File: src/rtl/dpt_pkg.sv
`timescale 1ns/1ps
package dpt_pkg;
  typedef enum logic [1:0] {
    OP_ACT  = 2'd0,
    OP_RD   = 2'd1,
    OP_PRE  = 2'd2,
    OP_PREA = 2'd3
  } dpt_op_e;

  typedef enum logic [1:0] {
    CLS_NONE  = 2'd0,
    CLS_HIT   = 2'd1,
    CLS_EMPTY = 2'd2,
    CLS_CONF  = 2'd3
  } dpt_cls_e;

  typedef enum logic [2:0] {
    EN_IDLE,
    EN_TRP,
    EN_TRCD,
    EN_CL,
    EN_COOL
  } dpt_fsm_e;
endpackage

File: src/rtl/dpt_lowest.sv
`timescale 1ns/1ps
module dpt_lowest #(
  parameter int N  = 32,
  parameter int IW = $clog2(N)
) (
  input  logic          clk,
  input  logic          rst,
  input  logic [N-1:0]  vec,
  output logic          any,
  output logic [IW-1:0] idx
);
  always_comb begin
    idx = '0;
    for (int i = N - 1; i >= 0; i--) begin
      if (vec[i]) idx = IW'(i);
    end
  end
  assign any = |vec;

  // the chosen bank is overdue and no lower-numbered bank is
  a_r7_pick_lowest: assert property (@(posedge clk) disable iff (rst)
    any |-> (vec[idx] && ((vec & ~({N{1'b1}} << idx)) == '0)));
endmodule

File: src/rtl/dpt_bank_table.sv
`timescale 1ns/1ps
module dpt_bank_table #(
  parameter int NB = 32,
  parameter int RW = 16,
  parameter int TW = 8,
  localparam int BW = $clog2(NB)
) (
  input  logic          clk,
  input  logic          rst,
  input  logic [TW-1:0] tras,
  input  logic          act_en,
  input  logic [BW-1:0] act_bank,
  input  logic [RW-1:0] act_row,
  input  logic          close_en,
  input  logic [BW-1:0] close_bank,
  input  logic          close_all,
  input  logic [BW-1:0] look_bank,
  output logic          look_open,
  output logic [RW-1:0] look_row,
  output logic [NB-1:0] open_vec,
  output logic [NB-1:0] expired_vec
);
  logic [RW-1:0] row_mem [NB];
  logic [NB-1:0] open_q;

  always_ff @(posedge clk) begin
    if (act_en) row_mem[act_bank] <= act_row;
  end
  assign look_row  = row_mem[look_bank];
  assign look_open = open_q[look_bank];
  assign open_vec  = open_q;

  always_ff @(posedge clk) begin
    if (rst) begin
      open_q <= '0;
    end else if (close_all) begin
      open_q <= '0;
    end else begin
      if (close_en) open_q[close_bank] <= 1'b0;
      if (act_en)   open_q[act_bank]   <= 1'b1;
    end
  end

  for (genvar g = 0; g < NB; g++) begin : g_age
    logic [TW-1:0] age_q;
    always_ff @(posedge clk) begin
      if (rst)                                  age_q <= '0;
      else if (act_en && act_bank == BW'(g))    age_q <= TW'(1);
      else if (open_q[g] && age_q != {TW{1'b1}}) age_q <= age_q + TW'(1);
    end
    assign expired_vec[g] = open_q[g] && (age_q >= tras);
  end

  // an activate never targets a bank that is still open
  a_r2_act_on_closed: assert property (@(posedge clk) disable iff (rst)
    act_en |-> !open_q[act_bank]);
  // a single-bank precharge always closes a bank that was open
  a_r6_close_open_bank: assert property (@(posedge clk) disable iff (rst)
    (close_en && !close_all) |-> open_q[close_bank]);
  // an all-bank precharge leaves nothing open
  a_r8_all_closed: assert property (@(posedge clk) disable iff (rst)
    close_all |=> (open_q == '0));
endmodule

File: src/rtl/dram_page_tracker.sv
`timescale 1ns/1ps
module dram_page_tracker #(
  parameter int NUM_BANKS = 32,
  parameter int ROW_W     = 16,
  parameter int TW        = 8,
  localparam int BANK_W   = $clog2(NUM_BANKS)
) (
  input  logic              clk,
  input  logic              rst,
  input  logic [TW-1:0]     cfg_trp,
  input  logic [TW-1:0]     cfg_trcd,
  input  logic [TW-1:0]     cfg_cl,
  input  logic [TW-1:0]     cfg_tras,
  input  logic              req_valid,
  output logic              req_ready,
  input  logic [BANK_W-1:0] req_bank,
  input  logic [ROW_W-1:0]  req_row,
  input  logic              pall_req,
  output logic              cmd_valid,
  output logic [1:0]        cmd_op,
  output logic [BANK_W-1:0] cmd_bank,
  output logic [ROW_W-1:0]  cmd_row,
  output logic              rd_valid,
  output logic [1:0]        rd_status
);
  import dpt_pkg::*;

  function automatic logic [TW-1:0] at_least_one(input logic [TW-1:0] v);
    return (v == '0) ? TW'(1) : v;
  endfunction

  logic [TW-1:0] trp_q, trcd_q, cl_q, tras_q;
  always_ff @(posedge clk) begin
    if (rst) begin
      trp_q  <= at_least_one(cfg_trp);
      trcd_q <= at_least_one(cfg_trcd);
      cl_q   <= at_least_one(cfg_cl);
      tras_q <= at_least_one(cfg_tras);
    end
  end

  dpt_fsm_e          state, nx_state;
  logic [TW-1:0]     cnt, nx_cnt;
  logic [BANK_W-1:0] cur_bank, nx_bank;
  logic [ROW_W-1:0]  cur_row, nx_row;
  dpt_cls_e          cur_cls, nx_cls;
  logic              pall_pend;

  logic              issue, act_en, close_en, close_all, fin;
  dpt_op_e           op;
  logic [BANK_W-1:0] ibank;
  logic [ROW_W-1:0]  irow;

  logic                 look_open;
  logic [ROW_W-1:0]     look_row;
  logic [NUM_BANKS-1:0] open_vec, exp_vec;
  logic                 exp_any;
  logic [BANK_W-1:0]    exp_idx;

  dpt_bank_table #(.NB(NUM_BANKS), .RW(ROW_W), .TW(TW)) u_table (
    .clk(clk), .rst(rst), .tras(tras_q),
    .act_en(act_en), .act_bank(ibank), .act_row(irow),
    .close_en(close_en), .close_bank(ibank), .close_all(close_all),
    .look_bank(req_bank), .look_open(look_open), .look_row(look_row),
    .open_vec(open_vec), .expired_vec(exp_vec)
  );

  dpt_lowest #(.N(NUM_BANKS)) u_pick (
    .clk(clk), .rst(rst), .vec(exp_vec), .any(exp_any), .idx(exp_idx)
  );

  assign req_ready = (state == EN_IDLE) && !exp_any && !pall_pend;

  always_comb begin
    nx_state = state;
    nx_cnt   = cnt;
    nx_bank  = cur_bank;
    nx_row   = cur_row;
    nx_cls   = cur_cls;
    issue    = 1'b0;
    op       = OP_RD;
    ibank    = cur_bank;
    irow     = cur_row;
    act_en   = 1'b0;
    close_en = 1'b0;
    close_all = 1'b0;
    fin      = 1'b0;
    unique case (state)
      EN_IDLE: begin
        if (exp_any) begin
          issue = 1'b1; op = OP_PRE; ibank = exp_idx; irow = '0;
          close_en = 1'b1; nx_cnt = trp_q - TW'(1); nx_state = EN_COOL;
        end else if (pall_pend) begin
          issue = 1'b1; op = OP_PREA; ibank = '0; irow = '0;
          close_all = 1'b1; nx_cnt = trp_q - TW'(1); nx_state = EN_COOL;
        end else if (req_valid) begin
          nx_bank = req_bank; nx_row = req_row;
          ibank = req_bank;   irow = req_row;
          issue = 1'b1;
          if (look_open && look_row == req_row) begin
            op = OP_RD; nx_cls = CLS_HIT;
            nx_cnt = cl_q - TW'(1); nx_state = EN_CL;
          end else if (look_open) begin
            op = OP_PRE; close_en = 1'b1; nx_cls = CLS_CONF;
            nx_cnt = trp_q - TW'(1); nx_state = EN_TRP;
          end else begin
            op = OP_ACT; act_en = 1'b1; nx_cls = CLS_EMPTY;
            nx_cnt = trcd_q - TW'(1); nx_state = EN_TRCD;
          end
        end
      end
      EN_TRP: begin
        if (cnt == '0) begin
          issue = 1'b1; op = OP_ACT; act_en = 1'b1;
          nx_cnt = trcd_q - TW'(1); nx_state = EN_TRCD;
        end else nx_cnt = cnt - TW'(1);
      end
      EN_TRCD: begin
        if (cnt == '0) begin
          issue = 1'b1; op = OP_RD;
          nx_cnt = cl_q - TW'(1); nx_state = EN_CL;
        end else nx_cnt = cnt - TW'(1);
      end
      EN_CL: begin
        if (cnt == '0) begin
          fin = 1'b1; nx_state = EN_IDLE;
        end else nx_cnt = cnt - TW'(1);
      end
      EN_COOL: begin
        if (cnt == '0) nx_state = EN_IDLE;
        else           nx_cnt = cnt - TW'(1);
      end
      default: nx_state = EN_IDLE;
    endcase
  end

  always_ff @(posedge clk) begin
    if (rst) begin
      state     <= EN_IDLE;
      cnt       <= '0;
      cur_bank  <= '0;
      cur_row   <= '0;
      cur_cls   <= CLS_NONE;
      pall_pend <= 1'b0;
      cmd_valid <= 1'b0;
      cmd_op    <= 2'd0;
      cmd_bank  <= '0;
      cmd_row   <= '0;
      rd_valid  <= 1'b0;
      rd_status <= 2'd0;
    end else begin
      state     <= nx_state;
      cnt       <= nx_cnt;
      cur_bank  <= nx_bank;
      cur_row   <= nx_row;
      cur_cls   <= nx_cls;
      pall_pend <= (pall_pend && !close_all) || pall_req;
      cmd_valid <= issue;
      cmd_op    <= op;
      cmd_bank  <= ibank;
      cmd_row   <= irow;
      rd_valid  <= fin;
      rd_status <= fin ? cur_cls : CLS_NONE;
    end
  end

  // a column read only targets an open bank
  a_r5_read_open_bank: assert property (@(posedge clk) disable iff (rst)
    (issue && op == OP_RD) |-> open_vec[ibank]);
  // with CL of one, data follows the read on the next cycle
  a_r4_cl_one_data: assert property (@(posedge clk) disable iff (rst)
    (cmd_valid && cmd_op == 2'd1 && cl_q == TW'(1)) |=> rd_valid);
  // acceptance drops ready on the following cycle
  a_r11_ready_drops: assert property (@(posedge clk) disable iff (rst)
    (req_valid && req_ready) |=> !req_ready);
  // no request is taken in the cycle after an all-bank precharge
  a_r9_cool_blocks: assert property (@(posedge clk) disable iff (rst)
    (cmd_valid && cmd_op == 2'd3) |-> !req_ready);
endmodule

File: config.mk
export PLATFORM = sky130hd
export DESIGN_NAME = dram_page_tracker
export DESIGN_NICKNAME = d
export VERILOG_FILES = /design/src/rtl/dpt_pkg.sv /design/src/rtl/dpt_lowest.sv /design/src/rtl/dpt_bank_table.sv /design/src/rtl/dram_page_tracker.sv
export SDC_FILE = /design/constraint.sdc
export NUM_CORES = 2
export LEC_CHECK = 0
export ABC_CLOCK_PERIOD_IN_PS = 7500
export BUFFER_PORTS_ARGS = -buffer_cell sky130_fd_sc_hd__buf_4
export CAP_MARGIN = 25
export CORE_ASPECT_RATIO = 1.1
export CORE_MARGIN = 2
export CORE_UTILIZATION = 32
export CTS_CLUSTER_DIAMETER = 30
export DETAILED_ROUTE_END_ITERATION = 16
export PLACE_DENSITY = 0.46
export REMOVE_ABC_BUFFERS = 1
export SLEW_MARGIN = 15
export SYNTH_ARGS = -nofsm -noshare
export SYNTH_HDL_FRONTEND = slang
export SYNTH_HIERARCHICAL = 1
export SYNTH_SLANG_ARGS = --single-unit
File: constraint.sdc
create_clock -name clk -period 7.5 [get_ports clk]
set_input_delay 0 -clock clk [delete_from_list [all_inputs] [get_ports clk]]
set_output_delay 0 -clock clk [all_outputs]
set_load 0.05 [all_outputs]
Word level (Yosys, flattened, before mapping)

Memories as Yosys holds them, arrays and structs flattened.
Cells that the tools add are included.

Register bits after elaboration: 382
Memory bits (writable): 512
Input bits: 57
Output and inout bits: 28
Word-level logic and storage cells: 580
Memories: 1

Memories:

| name            | words | width | read ports | clocked after Yosys merged registers in | write ports | RTL line             | source |
|---|---|---|---|---|---|---|---|
| u_table.row_mem | 32    | 16    | 1          | 0                                       | 1           | dpt_bank_table.sv:23 | `logic [RW-1:0] row_mem [NB];` |

$add $sub $neg: 36
$lt $le $gt $ge: 35
Eq/ne operators: 73
Multiplexer cells: 162
Bitwise gates (word level): 6
Reductions and logical operators: 186

Operators with widths:

| operator              | count |
|---|---|
| $add A8 B1 Y8 const B | 32 |
| $ge A8 B8 Y1          | 32 |
| $ne A8 B8 Y1 const B  | 32 |
| $mux W5               | 36 |
| $mux W32              | 4 |
| $logic_and A1 B1 Y1   | 101 |
| $mux W1               | 89 |
| $eq A5 B5 Y1 const B  | 16 |
| $reduce_or A2 Y1      | 36 |
| $mux W16              | 4 |
| $mux W8               | 8 |
| $reduce_bool A2 Y1    | 32 |
| $eq A5 B4 Y1 const B  | 8 |
| $logic_not A8 Y1      | 5 |
| $and A32 B32 Y32      | 1 |
| $not A32 Y32          | 1 |
| $or A32 B32 Y32       | 1 |
| $pmux W8 S4           | 1 |
| $reduce_or A32 Y1     | 1 |
| $sub A8 B1 Y8 const B | 4 |
| $eq A5 B3 Y1 const B  | 4 |
| $mux W3               | 6 |
| $eq A16 B16 Y1        | 1 |
| $mux W2               | 8 |
| other kinds (23)      | 35 |

Longest topological paths before layout

Word-level depth: 47
Mapped depth: 21
Mapped depth without buffers: 18

Cells and area by module

Netlist, hierarchy kept.

By module, submodules not included:

| module            | times used | cells an instance | area an instance (µm²) |
|---|---|---|---|
| dpt_bank_table    | 1          | 3,126             | 39,135.0 |
| dram_page_tracker | 1          | 531               | 4,635.7 |
| dpt_lowest        | 1          | 65                | 385.4 |

Least setup slack after synthesis

OpenSTA, ideal clock, no wires.

Path type: reg2reg
From: register tras_q[0]
To: memory u_table.row_mem[0][0] (enable)
Data arrival time: 5.746 ns
Slack: 1.390 ns
Stages on the path, launching flop included: 18
Buffers on the path: 2
Cells stage by stage: edfxtp_1 -> ha_1 -> nand2b_1 -> a21o_1 -> a211oi_1 -> o22ai_1 -> or4_4 -> nor3_2 -> nand4_1 -> or2_2 -> clkbuf_1 -> nor2_1 -> nand2_1 -> clkbuf_1 -> o21ai_0 -> nor4b_2 -> nand2_1 -> inv_1

Elaborated cells between the ends (all ways): 103
Classes of those cells: order compare (32); mux (38); reduce/logical (33)

RTL lines:

| element                       | RTL line                | source |
|---|---|---|
| start: declaration            | dram_page_tracker.sv:32 | `logic [TW-1:0] trp_q, trcd_q, cl_q, tras_q;` |
| start signal: assignment      | dram_page_tracker.sv:38 | `tras_q <= at_least_one(cfg_tras);` |
| $ge A8 B8 Y1                  | dpt_bank_table.sv:51    | `assign expired_vec[g] = open_q[g] && (age_q >= tras);` |
| $logic_and A1 B1 Y1           | dpt_bank_table.sv:51    |  |
| via exp_vec[19]               | dram_page_tracker.sv:56 | `logic [NUM_BANKS-1:0] open_vec, exp_vec;` |
| $reduce_or A32 Y1             | dpt_lowest.sv:18        | `assign any = \|vec;` |
| via exp_any                   | dram_page_tracker.sv:57 | `logic exp_any;` |
| $mux W1                       | dram_page_tracker.sv:90 | `if (exp_any) begin` |
| $pmux W1 S2                   | dram_page_tracker.sv:88 | `unique case (state)` |
| via act_en                    | dram_page_tracker.sv:49 | `logic issue, act_en, close_en, close_all, fin;` |
| $mux W1                       | dpt_bank_table.sv:27    | `if (act_en) row_mem[act_bank] <= act_row;` |
| $mux W1 (implied by the code) | dpt_bank_table.sv:27    |  |
| end: declaration              | dpt_bank_table.sv:23    |  |

The timed path passes the listed nets, and every way through them passes these cells.

Worst setup path in the final report

From: register tras_q[5]
To: memory u_table.row_mem[13][13] (enable)

Elaborated cells between the ends (all ways): 103
Classes of those cells: order compare (32); mux (38); reduce/logical (33)

RTL lines:

| element             | RTL line                | source |
|---|---|---|
| $ge A8 B8 Y1        | dpt_bank_table.sv:51    |  |
| $logic_and A1 B1 Y1 | dpt_bank_table.sv:51    |  |
| via exp_vec[25]     | dram_page_tracker.sv:56 |  |
| $reduce_or A32 Y1   | dpt_lowest.sv:18        |  |
| via exp_any         | dram_page_tracker.sv:57 |  |
| $mux W5             | dram_page_tracker.sv:90 |  |
| $mux W5             | dram_page_tracker.sv:88 |  |
| via ibank[3]        | dram_page_tracker.sv:51 | `logic [BANK_W-1:0] ibank;` |

The timed path passes the listed nets, and every way through them passes these cells.

==> flow_summary_export.csv <==
group,metric,value,unit
final_layout,fillers,12800,
synthesis,synth.yosys.seq_area_share,52.9,%
route,firstDrtPassIters,5,
status,status,"complete, no violations",
critical_path,worstPathArrival,7.27,ns
pwr,total_power,17.2,mW
final_layout,syn2layout_area_growth,27.4,%
final_layout,antenna_cells,0,
critical_path,cp-start-kind,"flop",
sta,setup_violations,0,
synthesis,syn_inst,3722,
final_layout,drive_gt1_share,15.9,%
global_routing,grt_pass1_wl,196000,um
floorplanning,start_util,32.3,%
sta,post-route-period-util,91.1,%
global_routing,grt_pass1_vias,31600,
critical_path,critPathMaxStageDelay,0.73,ns
sta,relSlewSlack,32.5,%
critical_path,worstPathMaxFanout,21,
route,wirelength,130000,um
clock_network,cts_setup_buffers,0,
sta,hold_slack,0.0418,ns
placement,port_buffers,84,
route,drt_iter0_markers,2004,
synthesis,synth_edf_count,544,
synthesis,ys_ff_latch,894,
route,num_vias,31500,
route,vias_per_cell,5.19,
clock_network,clockBufferDepth,3,
critical_path,cp_data_required_time,7.93,ns
job,drv_cap,0,
critical_path,end_kind,"flop",
min_path,holdCritStartpoint,"req_bank[1]",
pwr,p_per_area,305,nW/um^2
placement,placed_cell_area,46900,um^2
placement,dpl.hpwl,87100,um
placement,place_inst,5521,
clock_network,clock-sinks,894,
floorplanning,io_pins,85,
final_layout,nNetsFinal,4410,
sta,max_freq,0.146,GHz
sta,hold_viol,0,
critical_path,worstSetupPathType,"flop to flop",
critical_path,reg2reg_from,"tras_q[5]",
sta,clock_skew,0.0856,ns
floorplanning,die_area,141000,um^2
floorplanning,rows,142,
clock_network,ctsResizeCount,0,
clock_network,root_buffer,"clkbuf_16",
critical_path,worst_path_max_delay_cell,"inv_1",
route,drc,0,
clock_network,clock_latency,0.83,ns
final_layout,final_area,56300,um^2
pwr,p_leak,21.9,nW
final_layout,layout_common_cells,"edfxtp_1 (544), dfxtp_1 (350), ha_1 (292)",
final_layout,mostFrequentLayoutCell,"edfxtp_1",
route,wl_per_cell,21.4,um
synthesis,synth_area,44200,um^2
synthesis,synth_cell_types,79,
sta,period_needed,6.83,ns
floorplanning,dieHeight,394,um
sta,drv_slew,0,
sta,tns,0,ns
synthesis,async_flop_share,0,%
min_path,hold_class,"input pin to flop",
critical_path,crit_start,"tras_q[5]",
critical_path,crit_chain,"inv_2 -> buf_12 -> ha_1 -> a21o_1 -> a21o_1 -> a21oi_1 -> o22ai_1 -> nor4_1 -> nand3_1 -> nor3_2 -> nand4_1 -> or2_2 -> o21ai_2 -> a22oi_1 -> nand2_1 -> nor2b_1 -> nand2_1 -> inv_1",
final_layout,post_layout_nonfiller_instances,6061,
synthesis,yosys_warnings,6,
clock_network,hold_buffers,113,
route,ant_nets,0,
clock_network,cts_buffers,223,
clock_network,cts_tree,"yes",
global_routing,antenna_found_initial,4,
synthesis,synth_ff_type,"edfxtp_1",
global_routing,grt_overflow,0,
clock_network,htreeDepth,4,
global_routing,grt_usage,18.3,%
placement,finalWeightedCongestion,0.822,
floorplanning,core,137000,um^2
pwr,ir_worst_vdd,0.000228,V
global_routing,grt_max_degree,86,
clock_network,clk_pin_slew,0.05,ns
synthesis,syn_area_per_cell,11.9,um^2
sta,worst_pin_slew,1.01,ns
floorplanning,die_w,358,um
sta,rsz0062_at_grt,"no",
==> routing by layer <==
metal	track usage [%]	up-vias	wire length, um
li1	-	15000	-
met1	24.2	15600	58400
met2	30.5	691	63000
met3	3.01	183	5530
met4	5.81	4	2950
met5	0	-	25
==> power breakdown <==
part / total [mW] / internal, mW / switching [mW]
sequential: 5.56 / 5.47 / 0.0914
clock: 10.2 / 7.04 / 3.11
combinational: 1.45 / 0.477 / 0.968
==> worst max-delay path: cells and delay by family, from the launching register on <==
family,cells,cell delay (ns)
fa+ha+maj,1,0.27
compound gates,6,1.16
flops,1,0.37
buf+inv,3,1.34
simple gates,8,3.29
==> path summary, 6_finish.rpt <==
check | to | slack [ns] | cells past startpoint
worst min-delay path | cur_bank[1] | 0.04 | 4
worst min register to register | cur_bank[1] | 0.46 | 2
worst max register to register | u_table/row_mem[13][13] | 0.67 | 18
worst max-delay path | u_table/row_mem[13][13] | 0.67 | 18
==> cell usage after synthesis (all sizes together), types with 64 or more instances <==
cell type | number | area (um^2)
a21o | 105 | 788
a21oi | 227 | 1140
a22oi | 108 | 811
and3 | 67 | 419
clkbuf | 87 | 338
dfxtp | 350 | 7010
edfxtp | 544 | 16300
ha | 292 | 3650
inv | 158 | 593
mux2i | 170 | 1700
mux4 | 68 | 1530
nand2 | 224 | 841
nand2b | 68 | 425
nand3 | 112 | 576
nor2 | 187 | 704
o2111ai | 64 | 561
o21ai | 126 | 631
xor2 | 90 | 788
==> state kept, by name (all words and copies together), names as in the netlist, 3 cells and up <==
register	cells
cnt	8
cmd_bank	5
u_table/open_vec	32
trp_q	8
tras_q	8
state	3
cur_bank	5
u_table/row_mem	512
u_table/g_age.age_q	256
cmd_row	16
cl_q	8
cur_row	16
trcd_q	8
==> kinds of logic after synthesis <==
family          synth area share (%)
compound gates                  13.5
xor+xnor                        2.98
fa+ha+maj                       8.27
buf+inv                         3.00
flops                           52.9
mux                             7.40
simple gates                    12.0
==> area by class of cell <==
class,count,area [um^2],share of cell area [%]
sequential,894,23300,41.5
inverter,158,593,1.05
clock buffer,277,6100,10.8
timing repair buffer,261,2370,4.22
multi-input combinational,2523,19500,34.7
clock inverter,148,2100,3.73
tap,1800,2250,4.00
==> stage by stage <==
stage / setup slack (ns) / util (%)
global route: 0.280 / 41.2
finish: 0.668 / 41.2
floorplan: 1.28 / -
detailed placement: 0.635 / 34.3
global placement: 0.759 / 34.3
CTS: 0.641 / 41.2
No activity file was read; power rests on OpenSTA's default activity.
